<file path="config.mk">
export PLATFORM = sky130hd
export DESIGN_NAME = cc_txn_watchdog
export DESIGN_NICKNAME = d
export VERILOG_FILES = /design/src/rtl/wdt_pkg.sv /design/src/rtl/wdt_cfg_reg.sv /design/src/rtl/wdt_prescaler.sv /design/src/rtl/wdt_timeout_ctr.sv /design/src/rtl/wdt_status.sv /design/src/rtl/cc_txn_watchdog.sv
export SDC_FILE = /design/constraint.sdc
export NUM_CORES = 1
export LEC_CHECK = 0
export BUFFER_PORTS_ARGS = -buffer_cell sky130_fd_sc_hd__buf_4
export CORE_UTILIZATION = 40
export CTS_CLUSTER_DIAMETER = 60
export CTS_CLUSTER_SIZE = 40
export DETAILED_ROUTE_END_ITERATION = 10
export GPL_TIMING_DRIVEN = 0
export PLACE_DENSITY = 0.68
export SYNTH_ARGS = -nofsm -noshare
export SYNTH_HDL_FRONTEND = slang
export SYNTH_SLANG_ARGS = --single-unit
</file>
<file path="constraint.sdc">
create_clock -name clk -period 2.8 [get_ports clk]
set_input_delay 0.28 -clock clk [delete_from_list [all_inputs] [get_ports clk]]
set_output_delay 0.28 -clock clk [all_outputs]
set_load 0.005 [all_outputs]
</file>
<file path="src/rtl/wdt_pkg.sv">
package wdt_pkg;

  typedef enum logic [1:0] {
    WD_IDLE = 2'd0,
    WD_RUN  = 2'd1,
    WD_HOLD = 2'd2
  } wd_state_e;

  // Timeout field width to full register width (field + disable bit).
  function automatic int cfg_width(input int tmo_w);
    return tmo_w + 1;
  endfunction

  // Width needed to hold a prescaler phase 0..n-1 (at least one bit).
  function automatic int phase_width(input int n);
    return (n > 1) ? $clog2(n) : 1;
  endfunction

endpackage

</file>
<file path="src/rtl/wdt_cfg_reg.sv">
module wdt_cfg_reg #(
  parameter int TMO_W = 7,
  localparam int CFG_W = wdt_pkg::cfg_width(TMO_W)
) (
  input  logic             clk,
  input  logic             rst,
  input  logic             we,
  input  logic [CFG_W-1:0] wdata,
  output logic [CFG_W-1:0] q,
  output logic [TMO_W-1:0] limit,
  output logic             eff_dis,
  output logic             restart
);

  localparam logic [TMO_W-1:0] TMO_MAX = {TMO_W{1'b1}};
  localparam logic [CFG_W-1:0] CFG_RST = {TMO_MAX, 1'b0};

  logic [TMO_W-1:0] cur_tmo;
  logic [TMO_W-1:0] new_tmo;
  logic             cur_dis;
  logic             new_dis;

  assign cur_tmo = q[CFG_W-1:1];
  assign cur_dis = q[0];
  assign new_tmo = wdata[CFG_W-1:1];
  assign new_dis = wdata[0];

  always_ff @(posedge clk) begin
    if (rst) begin
      q <= CFG_RST;
    end else if (we) begin
      q <= wdata;
    end
  end

  // A zero field is illegal: it maps onto the longest count.
  assign limit = (cur_tmo == '0) ? TMO_MAX : cur_tmo;

  // Disable as seen at this edge, so a write acts at once.
  assign eff_dis = we ? new_dis : cur_dis;

  // Restart on a timeout change or on re-enable.
  assign restart = we & ((new_tmo != cur_tmo) | (cur_dis & ~new_dis));

endmodule

</file>
<file path="src/rtl/wdt_prescaler.sv">
module wdt_prescaler #(
  parameter int TICK_CYCLES = 100000,
  localparam int PH_W = wdt_pkg::phase_width(TICK_CYCLES)
) (
  input  logic clk,
  input  logic rst,
  input  logic run,
  input  logic clear,
  output logic tick
);

  generate
    if (TICK_CYCLES <= 1) begin : g_direct
      // Every cycle is a tick; a restart edge carries none.
      assign tick = run & ~clear;
    end else begin : g_divided
      localparam logic [PH_W-1:0] PH_LAST = PH_W'(TICK_CYCLES - 1);
      logic [PH_W-1:0] phase;

      always_ff @(posedge clk) begin
        if (rst || clear) begin
          phase <= '0;
        end else if (run) begin
          phase <= (phase == PH_LAST) ? '0 : phase + 1'b1;
        end
      end

      assign tick = run & ~clear & (phase == PH_LAST);
    end
  endgenerate

endmodule

</file>
<file path="src/rtl/wdt_timeout_ctr.sv">
module wdt_timeout_ctr #(
  parameter int TMO_W = 7
) (
  input  logic             clk,
  input  logic             rst,
  input  logic             clear,
  input  logic             tick,
  input  logic [TMO_W-1:0] limit,
  output logic             expire
);

  logic [TMO_W-1:0] ticks;

  always_ff @(posedge clk) begin
    if (rst || clear) begin
      ticks <= '0;
    end else if (tick) begin
      ticks <= ticks + 1'b1;
    end
  end

  // Limit is never zero, so limit-1 cannot wrap.
  assign expire = tick & (ticks == limit - 1'b1);

endmodule

</file>
<file path="src/rtl/wdt_status.sv">
module wdt_status (
  input  logic clk,
  input  logic rst,
  input  logic set,
  input  logic clr,
  output logic flag
);

  always_ff @(posedge clk) begin
    if (rst) begin
      flag <= 1'b0;
    end else if (set) begin
      flag <= 1'b1;
    end else if (clr) begin
      flag <= 1'b0;
    end
  end

endmodule

</file>
<file path="src/rtl/cc_txn_watchdog.sv">
module cc_txn_watchdog #(
  parameter int TMO_W       = 7,
  parameter int TICK_CYCLES = 100000
) (
  input  logic             clk,
  input  logic             rst,
  input  logic             txn_start,
  input  logic             txn_done,
  input  logic             cfg_we,
  input  logic [TMO_W:0]   cfg_wdata,
  output logic [TMO_W:0]   cfg_q,
  input  logic             flag_clr,
  output logic             abort_pulse,
  output logic             timeout_flag
);

  import wdt_pkg::*;

  wd_state_e        state;
  wd_state_e        state_nxt;
  logic [TMO_W-1:0] limit;
  logic             eff_dis;
  logic             cfg_restart;
  logic             ctr_clear;
  logic             run;
  logic             tick;
  logic             expire;
  logic             fire;

  wdt_cfg_reg #(.TMO_W(TMO_W)) u_cfg (
    .clk     (clk),
    .rst     (rst),
    .we      (cfg_we),
    .wdata   (cfg_wdata),
    .q       (cfg_q),
    .limit   (limit),
    .eff_dis (eff_dis),
    .restart (cfg_restart)
  );

  assign run       = (state == WD_RUN);
  assign ctr_clear = txn_start | cfg_restart;

  wdt_prescaler #(.TICK_CYCLES(TICK_CYCLES)) u_presc (
    .clk   (clk),
    .rst   (rst),
    .run   (run),
    .clear (ctr_clear),
    .tick  (tick)
  );

  wdt_timeout_ctr #(.TMO_W(TMO_W)) u_ctr (
    .clk    (clk),
    .rst    (rst),
    .clear  (ctr_clear),
    .tick   (tick),
    .limit  (limit),
    .expire (expire)
  );

  // Priority: start, done, restart by config, expiry, disable.
  always_comb begin
    state_nxt = state;
    fire      = 1'b0;
    unique case (state)
      WD_IDLE: begin
        if (txn_start) state_nxt = eff_dis ? WD_HOLD : WD_RUN;
      end
      WD_RUN: begin
        if (txn_start) begin
          state_nxt = eff_dis ? WD_HOLD : WD_RUN;
        end else if (txn_done) begin
          state_nxt = WD_IDLE;
        end else if (cfg_restart) begin
          state_nxt = eff_dis ? WD_HOLD : WD_RUN;
        end else if (expire) begin
          state_nxt = WD_IDLE;
          fire      = 1'b1;
        end else if (eff_dis) begin
          state_nxt = WD_HOLD;
        end
      end
      WD_HOLD: begin
        if (txn_start) begin
          state_nxt = eff_dis ? WD_HOLD : WD_RUN;
        end else if (txn_done) begin
          state_nxt = WD_IDLE;
        end else if (!eff_dis) begin
          state_nxt = WD_RUN;
        end
      end
      default: state_nxt = WD_IDLE;
    endcase
  end

  always_ff @(posedge clk) begin
    if (rst) begin
      state       <= WD_IDLE;
      abort_pulse <= 1'b0;
    end else begin
      state       <= state_nxt;
      abort_pulse <= fire;
    end
  end

  wdt_status u_status (
    .clk  (clk),
    .rst  (rst),
    .set  (fire),
    .clr  (flag_clr),
    .flag (timeout_flag)
  );

endmodule

</file>
## Word-level counts from Yosys, hierarchy flattened

Cells that the tools add are included.

| storage, ports and cells | value |
|---|---|
| bits in registers | 36 |
| latch bits | 0 |
| memory bits (writable) | 0 |
| memory bits (read-only) | 0 |
| input bits | 14 |
| word-level logic and storage cells | 52 |
| memories kept | 0 |

| cells by class | value |
|---|---|
| add/sub/neg operators | 3 |
| multipliers | 0 |
| divide/modulo/power cells | 0 |
| magnitude comparators | 0 |
| equal/unequal tests | 8 |
| shift operators | 0 |
| mux-type cells | 21 |
| bitwise logic cells | 9 |
| reductions and logical operators | 5 |

Operators with widths:

| operator | number |
|---|---|
| $mux 2 | 10 |
| $add 17x1->17 const B | 1 |
| $eq 17x17->1 const B | 1 |
| $mux 17 | 1 |
| $mux 1 | 8 |
| $add 7x1->7 const B | 1 |
| $eq 7x7->1 | 1 |
| $logic_not 7->1 | 1 |
| $mux 7 | 1 |
| $ne 7x7->1 | 1 |
| $sub 7x1->7 const B | 1 |
| $ne 6x6->1 const B | 1 |
| $pmux 2 s3 | 1 |
| $and 1x1->1 | 5 |
| $ne 4x4->1 const B | 1 |
| $reduce_and 3->1 | 1 |
| $eq 2x1->1 const B | 1 |
| $eq 2x2->1 const B | 1 |
| $logic_not 2->1 | 1 |
| $ne 2x2->1 const B | 1 |
| $not 1->1 | 2 |
| $or 1x1->1 | 2 |
| $reduce_bool 2->1 | 1 |
| $logic_or 1x1->1 | 1 |

## Longest topological paths before layout

Gate-level depths: netlist of run 1.

| depth | value |
|---|---|
| word-level depth | 15 |
| depth in mapped cells | 11 |

## By module

From an unflattened synthesis of run 1, not the netlist that was laid out.

| unflattened totals | value |
|---|---|
| cell total of the unflattened synthesis | 220 |
| area, all modules | 1968.1 um2 |

By module, submodules not included:

| module | times used | cells an instance | area an instance (um2) | seq. area each (um2) |
|---|---|---|---|---|
| wdt_prescaler | 1 | 94 | 813.3 | 340.3 |
| wdt_timeout_ctr | 1 | 59 | 486.7 | 140.1 |
| wdt_cfg_reg | 1 | 49 | 469.2 | 160.2 |
| cc_txn_watchdog | 1 | 14 | 160.2 | 60.1 |
| wdt_status | 1 | 4 | 38.8 | 20.0 |

## Worst setup path before layout of run 1

No wires, ideal clock.

| timing | value |
|---|---|
| path kind | register -> register |
| from | register u_cfg.q[4] |
| to | register state[0] |
| setup time | 0.120 ns |
| arrival | 2.482 ns |
| required time | 2.680 ns |
| setup slack | 0.198 ns |
| stages on the path, launching flop included | 12 |
| path buffers | 1 |
| clock period less this slack | 2.602 ns |
| cells stage by stage | dfxtp_1 buf_6 or3_4 nor3_1 nor2_1 ha_1 nor2_1 nor2_1 a211o_1 a211oi_4 a41oi_1 o31a_1 |

| on the way | value |
|---|---|
| longest elaborated chain between the ends | 13 |

RTL lines:

| element | line | text |
|---|---|---|
| start, declared | wdt_cfg_reg.sv:9 | `output logic [CFG_W-1:0] q,` |
| start signal, assigned | wdt_cfg_reg.sv:32 | `q <= wdata;` |
| parallel branches: the longest is 13 deep, another holds $sub 7x1->7 | - |  |
| end signal, assigned | cc_txn_watchdog.sv:101 | `state <= state_nxt;` |
| end, declared | cc_txn_watchdog.sv:19 | `wd_state_e state;` |

Parallel ways; which one is timed is not known.
A chain may end at the register's enable or synchronous reset.

## Final worst setup path of run 1

Same ends and word-level chain as after synthesis.

==> results of run 1 <==
## metal layers
| layer | share of wire, % | track usage (%) | wire length, um | vias to the layer above |
|---|---|---|---|---|
| li1 | - | - | - | 923 |
| met2 | 47 | 28.8 | 2090 | 18 |
| met5 | 0 | 0 | 0 | - |
| met1 | 49 | 24.4 | 2170 | 825 |
| met3 | 2.8 | 2.81 | 122 | 2 |
| met4 | 0.59 | 7.55 | 26 | 0 |
## flip-flops by register name, indices dropped and copies added, names as in the netlist
name / flops
u_presc.g_divided.phase: 17
u_cfg.q: 8
u_ctr.ticks: 7
state: 2
abort_pulse: 1
u_status.flag: 1
## path summary, 6_finish.rpt
path / endpoint / slack [ps] / cells past startpoint
max: state[0] / 140 / 11
min: u_cfg.q[0] / 180 / 2
max reg2reg: state[0] / 140 / 11
min reg2reg: u_status.flag / 460 / 2
## cell usage after synthesis, types with 4 or more instances
cell type                   n
sky130_fd_sc_hd__and3_1     4
sky130_fd_sc_hd__inv_1      9
sky130_fd_sc_hd__o211ai_1   4
sky130_fd_sc_hd__nor3_1     5
sky130_fd_sc_hd__nand2_1   18
sky130_fd_sc_hd__xnor2_1   25
sky130_fd_sc_hd__and2_1     4
sky130_fd_sc_hd__nor2_1    38
sky130_fd_sc_hd__a21oi_1   10
sky130_fd_sc_hd__dfxtp_1   36
sky130_fd_sc_hd__nand3_1   10
sky130_fd_sc_hd__buf_2      6
sky130_fd_sc_hd__xor2_1    11
sky130_fd_sc_hd__mux2i_1    6
sky130_fd_sc_hd__nand4_1    8
## report_power, final
| group | leakage [nW] | internal, mW | switching [mW] |
|---|---|---|---|
| clock | 0.0479 | 0.173 | 0.193 |
| combinational | 0.560 | 0.0627 | 0.0651 |
| sequential | 0.292 | 0.521 | 0.0114 |
| total | 0.900 | 0.757 | 0.269 |
## cell families after synthesis
kind of cell	synth area share [%]
compound gates	11.8
simple gates	29.5
fa+ha+maj	1.77
buf+inv	5.30
mux	2.83
flops	33.9
xor+xnor	14.8
## layout make-up
| type | instances | area, um^2 |
|---|---|---|
| plain buffers | 11 | 75.1 |
| clock inverters | 3 | 18.8 |
| flip-flops and latches | 36 | 721 |
| clock buffers | 5 | 68.8 |
| multi-input cells | 193 | 1310 |
| well taps | 70 | 87.6 |
| inverters | 10 | 37.5 |
| fillers | 516 | 2620 |
| repair buffers | 23 | 173 |
## timing repair
item                                   4_1_cts  5_1_grt
pin swaps                                    0        1
setup endpoints to repair                    1        3
setup buffers                                0        0
gates resized for setup                      1        3
endpoints found under the hold margin        0        0
## through the flow
step	utilization [%]	hold WS, ps
after floorplan	-	352
after global placement	46.7	442
after detailed placement	46.7	451
after CTS	48.5	168
after global routing	48.8	167
final	48.8	177
==> summary by stage, run 1 <==
Yosys
The cell count after synthesis came out at 250. The synthesized design contains 36 register bits. The number of nets in the synthesized netlist is 267. The average cell area after synthesis is 8.49 um^2.

The cell type with the largest total area after synthesis is sky130_fd_sc_hd__dfxtp_1. The top cell type by area accounts for 33.9% of the synthesized area. The async set-or-reset flop fraction in the synthesized netlist is 0%.

The portion of the post-synthesis area used by sequential elements is 33.9%. The dominant register cell in the synthesized netlist is sky130_fd_sc_hd__dfxtp_1. The yosys synthesis warning count is 0. The number of distinct library cell variants in the gate-level netlist after synthesis is 52. Ranked by total cell area, the synthesized netlist is headed by sky130_fd_sc_hd__dfxtp_1 (34%), sky130_fd_sc_hd__xnor2_1 (10%), sky130_fd_sc_hd__nor2_1 (6.7%). Yosys mapped a number of flops with a built-in enable equal to 0. In this run the cell area of the synthesized design comes to 2120 um^2.

Critical path
Together, buffers and inverters on the worst path number 1. At the worst endpoint, the required time is 2980 ps. The worst setup path is of the reg2reg kind. The kind of launch point of the worst setup path is a register. For this run, the slowest stage of the critical path takes 420 ps. At the worst endpoint, the arrival time is 2840 ps. The most critical setup path has its startpoint at u_cfg.q[4]. On the critical path the largest part of the delay comes from simple AND/OR/NAND/NOR gates. The worst reg2reg path startpoint is u_cfg.q[4].

The kind of end point of the critical path is a register. Of all nets on the critical path, the largest fanout is 10. The signal on the critical path passes through buf_6 -> or3_4 -> nor3_4 -> nor2_1 -> ha_2 -> o21bai_1 -> a21oi_1 -> a311oi_1 -> and4bb_1 -> a41oi_1 -> o31a_1. The slowest stage of the critical path is the sky130_fd_sc_hd__or3_4 cell.

Die
The die area is approximately 5600 um^2. The initial utilization of the core area, before any placement, comes to 41.6%. The number of top-level pins is 24. In this run the vertical extent of the chip is 74.9 um.

The die is 74.9 um wide. The core region is 5110 um^2. Row generation in the floorplan step produced 26 rows.

Routing
In this run the remaining antenna-violating nets after routing total 0. After detailed routing, the total wire length is 4410 um. The first detailed-routing pass ran for 4 iterations. The DRC violation count after routing is 0. The number of vias after detailed routing is 1,768. After detailed routing, the number of vias per cell comes to 5.04. The post-detailed-route wirelength per cell is 12.6 um. The first routing iteration left 56 violations.

Final layout
The non-filler instance count after layout is 351. Leaving out fill and tap cells, the most frequent cell in the layout is sky130_fd_sc_hd__nor2_1. The finished cells cover about 2500 um^2. The repair_antennas step left the layout with diodes totalling 0. The library cells used most frequently in the layout, excluding fill and tap cells, are sky130_fd_sc_hd__nor2_1 (38), sky130_fd_sc_hd__dfxtp_1 (36), sky130_fd_sc_hd__xnor2_1 (25), sky130_fd_sc_hd__buf_4 (24), sky130_fd_sc_hd__nand2_1 (18). Cells with a size suffix above 1 make up 19.6% of the layout. Relative to the synthesized area, the layout overhead comes to 17.3%. In the final design database the tool counted 297 nets.

GRT
Entering global routing, the biggest net connects 13 pins. The number of global-route vias before repair is 1,618. The first global-routing pass estimated 7730 um of wire. The total overflow left after global routing is 0. The initial antenna violation count was 0. The aggregate global-route resource usage is 18.1%.

CTS
The latest clock arrival within the worst-skew pair is 290 ps. The maximum clock path buffer count is 2. TritonCTS created 5 clock buffers. The tree is rooted in a sky130_fd_sc_hd__clkbuf_8.

The clock transition at the register clock pins on the worst setup and hold paths after CTS is 80 ps. In this run the number of H-tree levels came out at 2. TritonCTS built the clock tree.

The number of hold buffers added after CTS was 0. For this design, the sink count on the clock tree is 36.

Power and ir drop
The power per cell area is 412 nW/um^2. The maximum resistive drop on vdd is ~0.32 mV. For this design the static power due to leakage is 0.900 nW.

The total power is 1.03 mW.

Placement
The placed standard-cell area is 2380 um^2. After legalization and detailed placement, the total HPWL measured ~3400 um. The final weighted congestion of routability-driven global placement is 0.799.

The number of buffers inserted by port buffering is 23. Including well taps, the total number of placed cells is approximately 340. At the placement stage, the worst setup path has a slack of -4.81 ps.

STA
The minimum clock period is 2660 ps. Setup slack closes at 138 ps. Measured against its own limit, the worst slew margin works out to about three fifths. Summed over all failing endpoints, the final setup total negative slack is 0 ps. Static timing analysis puts the maximum clock frequency at 0.376 GHz.

The portion of the clock cycle consumed by the worst path in the final layout is a little over nine tenths. Setup violations remaining at the end of the flow were counted as 0. The hold violation count in the final report is 0. The post-route clock skew is slightly above 8 ps. The max-slew violation total from the final report is 0. For the pin with the worst max-slew slack, the measured transition is a little under 600 ps.

Min path
The path class of the lowest-slack min-delay path is in2reg. The startpoint of the lowest-slack hold path is rst.

Run status
The run finished with clean final reports.

Job
Max-cap violations in this run came to 0.
Power figures use the tool's default switching activity.
==> run 2: changes to the inputs <==
--- a/config.mk
+++ b/config.mk
@@ -7,6 +7,7 @@
 export LEC_CHECK = 0
 export BUFFER_PORTS_ARGS = -buffer_cell sky130_fd_sc_hd__buf_4
 export CORE_UTILIZATION = 40
+export CTS_BUF_LIST = sky130_fd_sc_hd__clkbuf_4
 export CTS_CLUSTER_DIAMETER = 60
 export CTS_CLUSTER_SIZE = 40
 export DETAILED_ROUTE_END_ITERATION = 10
==> run 2 against run 1 <==
Effect of this change:
- first-iteration DRC count increased by 7.1%
- setup slack improved by 8.7 ps
- combinational power is essentially flat
- register-to-register slack about the same
- cell area is 1.2% lower
- total power fell by 8.3%
- via count up 0.11%
- utilization fell by 0.59 points
- sequential power about the same
- maximum frequency grew 0.33%
- clock skew is 9.3 ps higher
- non-clock buffer count stayed put
- critical endpoint unchanged
==> summary by stage, run 2 (synthesis gave the netlist of run 1 again) <==
Run status
The flow ran to the end, and the final reports show no timing, DRC or antenna violations.

Routing
The post-detailed-route via-to-cell ratio is 5.04. In the routed design, unresolved DRC markers number 0. The violation count after the first detailed-routing iteration is 60.

In the final routed layout, each cell accounts on average for 12.7 um. The length of routed wiring on met1 is 2210 um. Summed over all nets, wire length on met2 after detailed routing comes to 2110 um. For this run, the detailed router's first-pass iteration total came to 4. The highest layer touched by signal routing is met4.

The count of nets left with antenna violations once routing finished came out at 0. Summing over every cut layer, the via total after detailed routing is ~1,800. The total wirelength of the detailed-routed design is 4450 um. Summed over all nets, wire length on met3 after detailed routing comes to 111 um.

Die
The die height is roughly 75 um. The number of top-level pins is 24. The site row count is 26. The die covers ~5600 um^2. The core area is 5110 um^2. Measured along the x axis, the die boundary spans ~75 um. For this configuration, the core starts out at a cell density of about two fifths.

Critical path
The largest driver fanout on the critical path is 10. STA classifies the critical path startpoint as a register. Among all stages on the critical path, the largest delay is contributed by sky130_fd_sc_hd__or3_4.

For the worst flop-to-flop path, the logic depth is 11. The category of the most critical setup path is reg2reg. The required time at the endpoint of the critical path is 3040 ps. The endpoint of the most critical register-to-register path is state[0]. The signal on the critical path passes through buf_6 -> or3_4 -> nor3_4 -> nor2_1 -> ha_2 -> nor2_1 -> nor2_1 -> a211o_1 -> a211oi_4 -> a41oi_1 -> o31a_1. The worst reg-to-reg setup slack is 150 ps. The most frequent cell on the critical path is sky130_fd_sc_hd__nor2_1. The startpoint identified for the worst register-to-register timing path is u_cfg.q[4]. The data arrival at the endpoint of the critical path is 2890 ps. The kind of end point of the critical path is a register. For this run, the slowest stage of the critical path takes ~420 ps.

Final layout
The finished layout holds 351 standard cells, fillers aside. The count of filler cells inserted in the layout is 523. Leaving out fill and tap cells, the most frequent cell in the layout is sky130_fd_sc_hd__nor2_1. The largest registers in the layout are u_presc.g_divided.phase: 17 flops, u_cfg.q: 8 flops, u_ctr.ticks: 7 flops. The top cell types in the final layout, fill and taps aside, are sky130_fd_sc_hd__nor2_1 (38), sky130_fd_sc_hd__dfxtp_1 (35), sky130_fd_sc_hd__xnor2_1 (25), sky130_fd_sc_hd__buf_4 (24), sky130_fd_sc_hd__nand2_1 (18).

Counting flops per register, the top entry is u_presc.g_divided.phase. Cells with a size suffix above 1 make up 19.9% of the layout. The layout net count is 297. The growth of design area from synthesis to finish is 15.9%. The register with the most flip-flops in the layout has 17 of them.

The final antenna diode count is 0.

STA
In the finished design, the share of the clock period the worst path needs comes to 94.8%. The smallest hold slack is 120 ps. The minimum clock period is 2650 ps.

In the final timing run, aggregate negative setup slack is 0 ps. The relative slew slack is between 60% and 70%. The max-slew violation total from the final report is 0.

Across the routed clock network, the largest skew measured is 17.5 ps. Setup violations remaining at the end of the flow were counted as 0. After layout, the worst setup slack is 147 ps.

At the pin with the least slew margin, the transition time is 588 ps. The maximum frequency from static timing analysis is 0.377 GHz. The hold violation count in the final report is 0.

CTS
The cell sitting at the root of the clock tree is a sky130_fd_sc_hd__clkbuf_4. In this run the number of H-tree levels came out at 2. The number of sinks handled by clock tree synthesis is 36.

The hold buffer count at CTS is 0. The latest clock arrival within the worst-skew pair is between 300 and 400 ps. TritonCTS built the clock tree.

Counting along the longest clock path gives a buffer depth of 2. The clock transition at the register clock pins on the worst setup and hold paths after CTS is between 100 and 150 ps. The number of buffers inserted during clock tree synthesis is 5.

GRT
The first global-routing pass estimated 7710 um of wire. The initial antenna violation count came to 0. The aggregate global-route resource usage is 18.1%. The number of global-route vias before repair is between 1,500 and 2,000.

The largest net degree at the start of global routing is 13. Global routing finished with a remaining overflow of 0.

Power and ir drop
The part of the total power dissipated in combinational logic is 13.6%. The total internal power is 681 uW. The sequential share of power is 56.6%.

The worst-case IR drop observed on VDD is 0.284 mV. For this design the static power due to leakage is slightly below 0.9 nW. Of the total power, the share spent switching nets is 27.7%. The net load switching power is approximately 260 uW. The clock group share of total power is 29.8%. Total power for the finished layout comes to 941 uW. For this design the ratio of total power to cell area is 383 nW/um^2.

Min path
The worst hold path cell count is 2. For hold timing, the worst endpoint is u_cfg.q[0]. The path class of the lowest-slack min-delay path is in2reg. The startpoint identified for the worst hold timing path is rst.

Job
Across the run, the number of max-cap violations was 0.

Placement
The count of buffers added on input and output ports is 23. The HPWL after detailed placement is 3420 um. The placed instance count is 343. The worst setup slack after placement is -4.81 ps. The final weighted congestion of routability-driven global placement is 0.799.
==> run 2: cell types whose count changed in the layout (fill, tap and decap cells not counted) <==
cell / previous run / this run
sky130_fd_sc_hd__clkbuf_4: 0 / 5
sky130_fd_sc_hd__dfxtp_1: 36 / 35
sky130_fd_sc_hd__dfxtp_2: 0 / 1
sky130_fd_sc_hd__clkbuf_8: 5 / 0
==> run 2: metal layers <==
layer  up-vias  track usage (%)
met1       829             24.2
met4         0             5.03
met2        14             29.1
met5         -                0
met3         2             4.42
li1        925                -
==> run 2: worst max-delay path, delay by kind of cell (launching register included) <==
family / cells / cell delay (ps)
AOI/OAI and AO/OA: 4 / 1010
adders and majority gates: 1 / 230
buffers and inverters: 1 / 140
DFF: 1 / 360
and+or+nand+nor: 5 / 830
==> run 2: final cells by class <==
class / count / area (um^2) / area share, %
multi-input cells: 193 / 1310 / 53.2
inverters: 10 / 37.5 / 1.53
clock buffers: 5 / 37.5 / 1.53
plain buffers: 11 / 75.1 / 3.05
well taps: 70 / 87.6 / 3.56
flip-flops and latches: 36 / 722 / 29.3
repair buffers: 23 / 173 / 7.02
clock inverters: 3 / 18.8 / 0.763
==> run 2: how the worst max path moves through the flow <==
stage | start | endpoint | cells after the start
global placement | u_cfg.q[4] | state[0] | 11
global route | u_cfg.q[4] | state[0] | 11
finish | u_cfg.q[4] | state[0] | 11
detailed placement | u_cfg.q[4] | state[0] | 11
CTS | u_cfg.q[4] | state[0] | 11
floorplan | u_cfg.q[4] | state[0] | 11
==> run 2: power by group through the flow <==
stage | Clock (mW) | Sequential, mW | Combinational (mW)
after floorplan | 0 | 0.543 | 0.0810
after global placement | 0 | 0.544 | 0.125
after detailed placement | 0 | 0.545 | 0.127
after CTS | 0.295 | 0.533 | 0.127
after global routing | 0.309 | 0.536 | 0.141
final | 0.280 | 0.533 | 0.128
==> run 2: metrics by stage <==
step	cell area (um^2)	util, %
finish	2460	48.2
floorplan	2120	-
global route	2460	48.2
CTS	2440	47.9
detailed placement	2380	46.7
global placement	2380	46.7
==> run 2: repair_timing <==
item / in CTS / in global routing
endpoints found under the setup margin: 1 / 3
hold endpoints to repair: 0 / 0
gates resized for setup: 1 / 4
setup buffers: 0 / 0
==> run 3: changes to the inputs <==
--- a/config.mk
+++ b/config.mk
@@ -13,6 +13,8 @@
 export DETAILED_ROUTE_END_ITERATION = 10
 export GPL_TIMING_DRIVEN = 0
 export PLACE_DENSITY = 0.68
+export SKIP_LAST_GASP = 1
 export SYNTH_ARGS = -nofsm -noshare
 export SYNTH_HDL_FRONTEND = slang
+export SYNTH_HIERARCHICAL = 1
 export SYNTH_SLANG_ARGS = --single-unit
==> run 3 against run 2 <==
Effect of this change:
- register-to-register slack got worse by 140 ps
- first-iteration DRC count decreased by 10%
- critical path depth decreased by 1
- final cell count decreased by 7.4%
- sequential share of layout area increased by 0.95 points
- utilization increased by 3.7 points
- maximum frequency decreased by 5.0%
==> summary by stage, run 3 <==
Routing
The total wirelength of the detailed-routed design is around 4000 um. The post-detailed-route wirelength per cell is about 12 um. After detailed routing, the number of remaining DRC violations is 0.

The remaining antenna violation count is 0. For this run, the detailed router's first-pass iteration total came to 4. The post-detailed-route via-to-cell ratio is ~5.1. The number of vias after detailed routing is 1,658. The violation count after the first detailed-routing iteration is 54.

Placement
The estimated wirelength of the detail-placed design is about 2800 um. The final weighted congestion of routability-driven global placement is 0.766. The worst setup slack after placement is -340 ps. The count of buffers added on input and output ports is 23. The placed standard-cell area is 2240 um^2.

Power and ir drop
The maximum resistive drop on vdd is about 0.33 mV. The power per cell area is 419 nW/um^2. The leakage power is between 0.8 and 0.9 nW.

GRT
The initial antenna violation count came to 0. Global routing used 15.7% of the available tracks. The first global-routing pass estimated 6470 um of wire. The largest net degree at the start of global routing is 12.

The number of global-route vias before repair is 1,453. The overflow left after global routing is 0.

STA
Measured against its own limit, the worst slew margin works out to 62.2%. The max-slew violation total from the final report was 0. Based on the critical path, the design can be clocked at up to 0.358 GHz. The worst-case setup margin in the final layout is approximately 6.8 ps. Setup repair after global routing could not meet its margin everywhere. Counting I/O delays and the setup requirement, the final critical path takes roughly 2800 ps. For the pin with the worst max-slew slack, the measured transition is approximately 560 ps. The post-route clock skew is roughly 11 ps. The hold violation count in the final report was 0. Hold timing on the final database bottoms out at a slack of 141 ps. Of the available clock period, the critical path in the final layout requires 99.8%. The setup-violating endpoint count in the final report is 0.

Final layout
0 antenna diodes ended up in the layout. In the final layout, the multi-input gates occupy around 1300 um^2. The growth of design area from synthesis to finish is 24.5%. Ranked by flip-flop count, first place goes to u_presc/g_divided.phase. The share of cells above drive strength 1 is approximately 29%.

Once layout is done, the placed cells without fillers occupy 2450 um^2. Counting the fill cells in the layout gives 432. The library cells used most frequently in the layout, excluding fill and tap cells, are sky130_fd_sc_hd__buf_4 (32), sky130_fd_sc_hd__nor2_1 (26), sky130_fd_sc_hd__dfxtp_1 (25), sky130_fd_sc_hd__xnor2_1 (19), sky130_fd_sc_hd__xor2_1 (15). Leaving out fill and tap cells, the most frequent cell in the layout is sky130_fd_sc_hd__buf_4. Across the whole layout, storage elements account for 742 um^2. The largest registers in the layout are u_presc/g_divided.phase: 17 flops, u_cfg/q: 8 flops, u_ctr/ticks: 7 flops.

The layout net count is 274. The number of flip-flops in the largest register is 17.

CTS
The clock reaches the later pin of the worst-skew pair after 340 ps. CTS saw 36 sinks. Buffers inserted to repair hold after CTS numbered 0. The clock transition at the register clock pins on the worst setup and hold paths after CTS is 110 ps. TritonCTS created 5 clock buffers. The number of levels in the clock H-tree is 2. The cell chosen for the clock root is sky130_fd_sc_hd__clkbuf_4.

The clock tree from TritonCTS is built. No sink is reached through more buffers than the 2 on the longest clock path.

Critical path
The cell type group with the largest total delay on the critical path is simple AND/OR/NAND/NOR gates. In this run the worst setup path begins at u_presc/g_divided.phase[12]. In this design, the stage delay of the slowest critical-path cell is approximately 510 ps.

The worst setup path is of the reg2reg kind. The number of cells traversed by the worst register-to-register path is 10. The endpoint identified for the worst register-to-register timing path is u_status/flag. The data arrival at the endpoint of the critical path is 3070 ps.

The number of buffers and inverters on the critical path is 1. The most critical setup path has its endpoint at u_status/flag. The worst reg2reg path startpoint is u_presc/g_divided.phase[12].

The worst setup path is launched from a register. The required time at the endpoint of the critical path is between 3000 and 4000 ps. The number of cells on the critical path is 10. Walking the worst path, the cells encountered are or4b_4 -> or4_4 -> nor3_4 -> and3_4 -> o211ai_1 -> a2111oi_4 -> nand2b_4 -> nor4b_4 -> inv_1 -> a21oi_2. The setup check on the worst reg-to-reg path leaves a slack of 7 ps. The kind of end point of the critical path is a register.

The cell with the largest stage delay on the worst path is sky130_fd_sc_hd__or4b_4. The largest driver fanout on the critical path is 4.

Die
In this run the vertical extent of the chip is 72.1 um. The floorplan has 25 rows. The number of top-level pins is 24. After floorplanning, the core was sized to cover roughly 4700 um^2.

The die is 72.1 um wide. The die area is 5200 um^2. The initial cell density of the core is 41.7%.

Yosys
The number of nets in the synthesized netlist is approximately 240. The async set-or-reset flop fraction in the synthesized netlist is 0%. The portion of the post-synthesis area used by sequential elements is 36.6%. After synthesis, the mean cell area works out to 8.95 um^2.

The number of synthesized register bits is 36. The number of distinct library cell variants in the gate-level netlist after synthesis is slightly below 50. The cell type with the largest total area after synthesis is sky130_fd_sc_hd__dfxtp_1. The number of enable flip-flop cells after synthesis is 0. After synthesis the cells add up to around 2000 um^2.

In the post-synthesis netlist, the biggest area contributors are sky130_fd_sc_hd__dfxtp_1 (37%), sky130_fd_sc_hd__xnor2_1 (8.5%), sky130_fd_sc_hd__xor2_1 (6.7%). The cell count after synthesis came out at 220. The share of synthesized area in the top cell type comes to a little over a third.

The commonest cells after synthesis are sky130_fd_sc_hd__dfxtp_1 (36), sky130_fd_sc_hd__nor2_1 (26), sky130_fd_sc_hd__xnor2_1 (19). Yosys instantiated no cell more often than sky130_fd_sc_hd__dfxtp_1. For this run, the number of Yosys warnings is 6. The dominant register cell in the synthesized netlist is sky130_fd_sc_hd__dfxtp_1.

Min path
The path class of the tightest hold or removal check is in2reg.

Run status
The flow ran to the end, and the final reports show no timing, DRC or antenna violations.

Job
The number of maximum-capacitance violations is 0.
## run 3: layer usage
| layer | global-route usage (%) | part of all wire (%) | vias to the layer above |
|---|---|---|---|
| li1 | - | - | 851 |
| met1 | 22.0 | 50 | 762 |
| met2 | 23.4 | 45 | 38 |
| met3 | 3.89 | 3.8 | 7 |
| met4 | 5.66 | 1.6 | 0 |
| met5 | 0 | 0 | - |
## run 3: layout make-up
cell class / count / area share [%]
clock inverters: 2 / 1.43
flip-flops and latches: 36 / 30.3
well taps: 67 / 3.42
plain buffers: 4 / 0.919
clock buffers: 6 / 1.84
inverters: 7 / 1.07
multi-input cells: 173 / 51.8
repair buffers: 30 / 9.19
## run 3: logic make-up (layout without fill, tap and decap cells)
family	after synthesis	after routing	share of synthesized area [%]
and+or+nand+nor	103	103	31.2
DFF	36	36	36.6
xor gates and xnor gates	34	34	15.1
AOI/OAI and AO/OA	30	30	11.2
buffers and inverters	11	49	2.48
adders and majority gates	3	3	1.91
muxes	3	3	1.53
## run 3: where the power goes
part           leakage (nW)  switching [mW]  internal (mW)
Sequential            0.294          0.0164          0.521
Combinational         0.532          0.0552         0.0655
Clock                0.0456           0.170          0.197
Total                 0.872           0.242          0.784
## run 3: worst min path at each step
stage | from | endpoint | slack [ps] | depth (start not counted)
after detailed placement | u_status/flag | u_status/flag | 480 | 2
after global routing | rst | u_status/flag | 140 | 2
after CTS | rst | u_status/flag | 130 | 2
after global placement | u_status/flag | u_status/flag | 480 | 2
after floorplan | rst | u_status/flag | 340 | 1
final | rst | u_status/flag | 140 | 2
## run 3: per-stage QoR
step | util (%) | setup TNS, ps | total power [mW] | instances
4_1_cts | 50.2 | -55.1 | 1.03 | 321
5_1_grt | 51.9 | -625 | 1.07 | 325
6_report | 51.9 | 0 | 1.03 | 325
3_3_place_gp | 47.3 | -1210 | 0.658 | 310
3_5_place_dp | 47.3 | -1300 | 0.659 | 310
2_1_floorplan | - | -27.5 | 0.613 | 220
## run 3: what timing repair did
| item | CTS | global route |
|---|---|---|
| endpoints found under the setup margin | 4 | 4 |
| pin swaps | 3 | 4 |
| setup buffers | 3 | 4 |
| resized for setup | 11 | 15 |
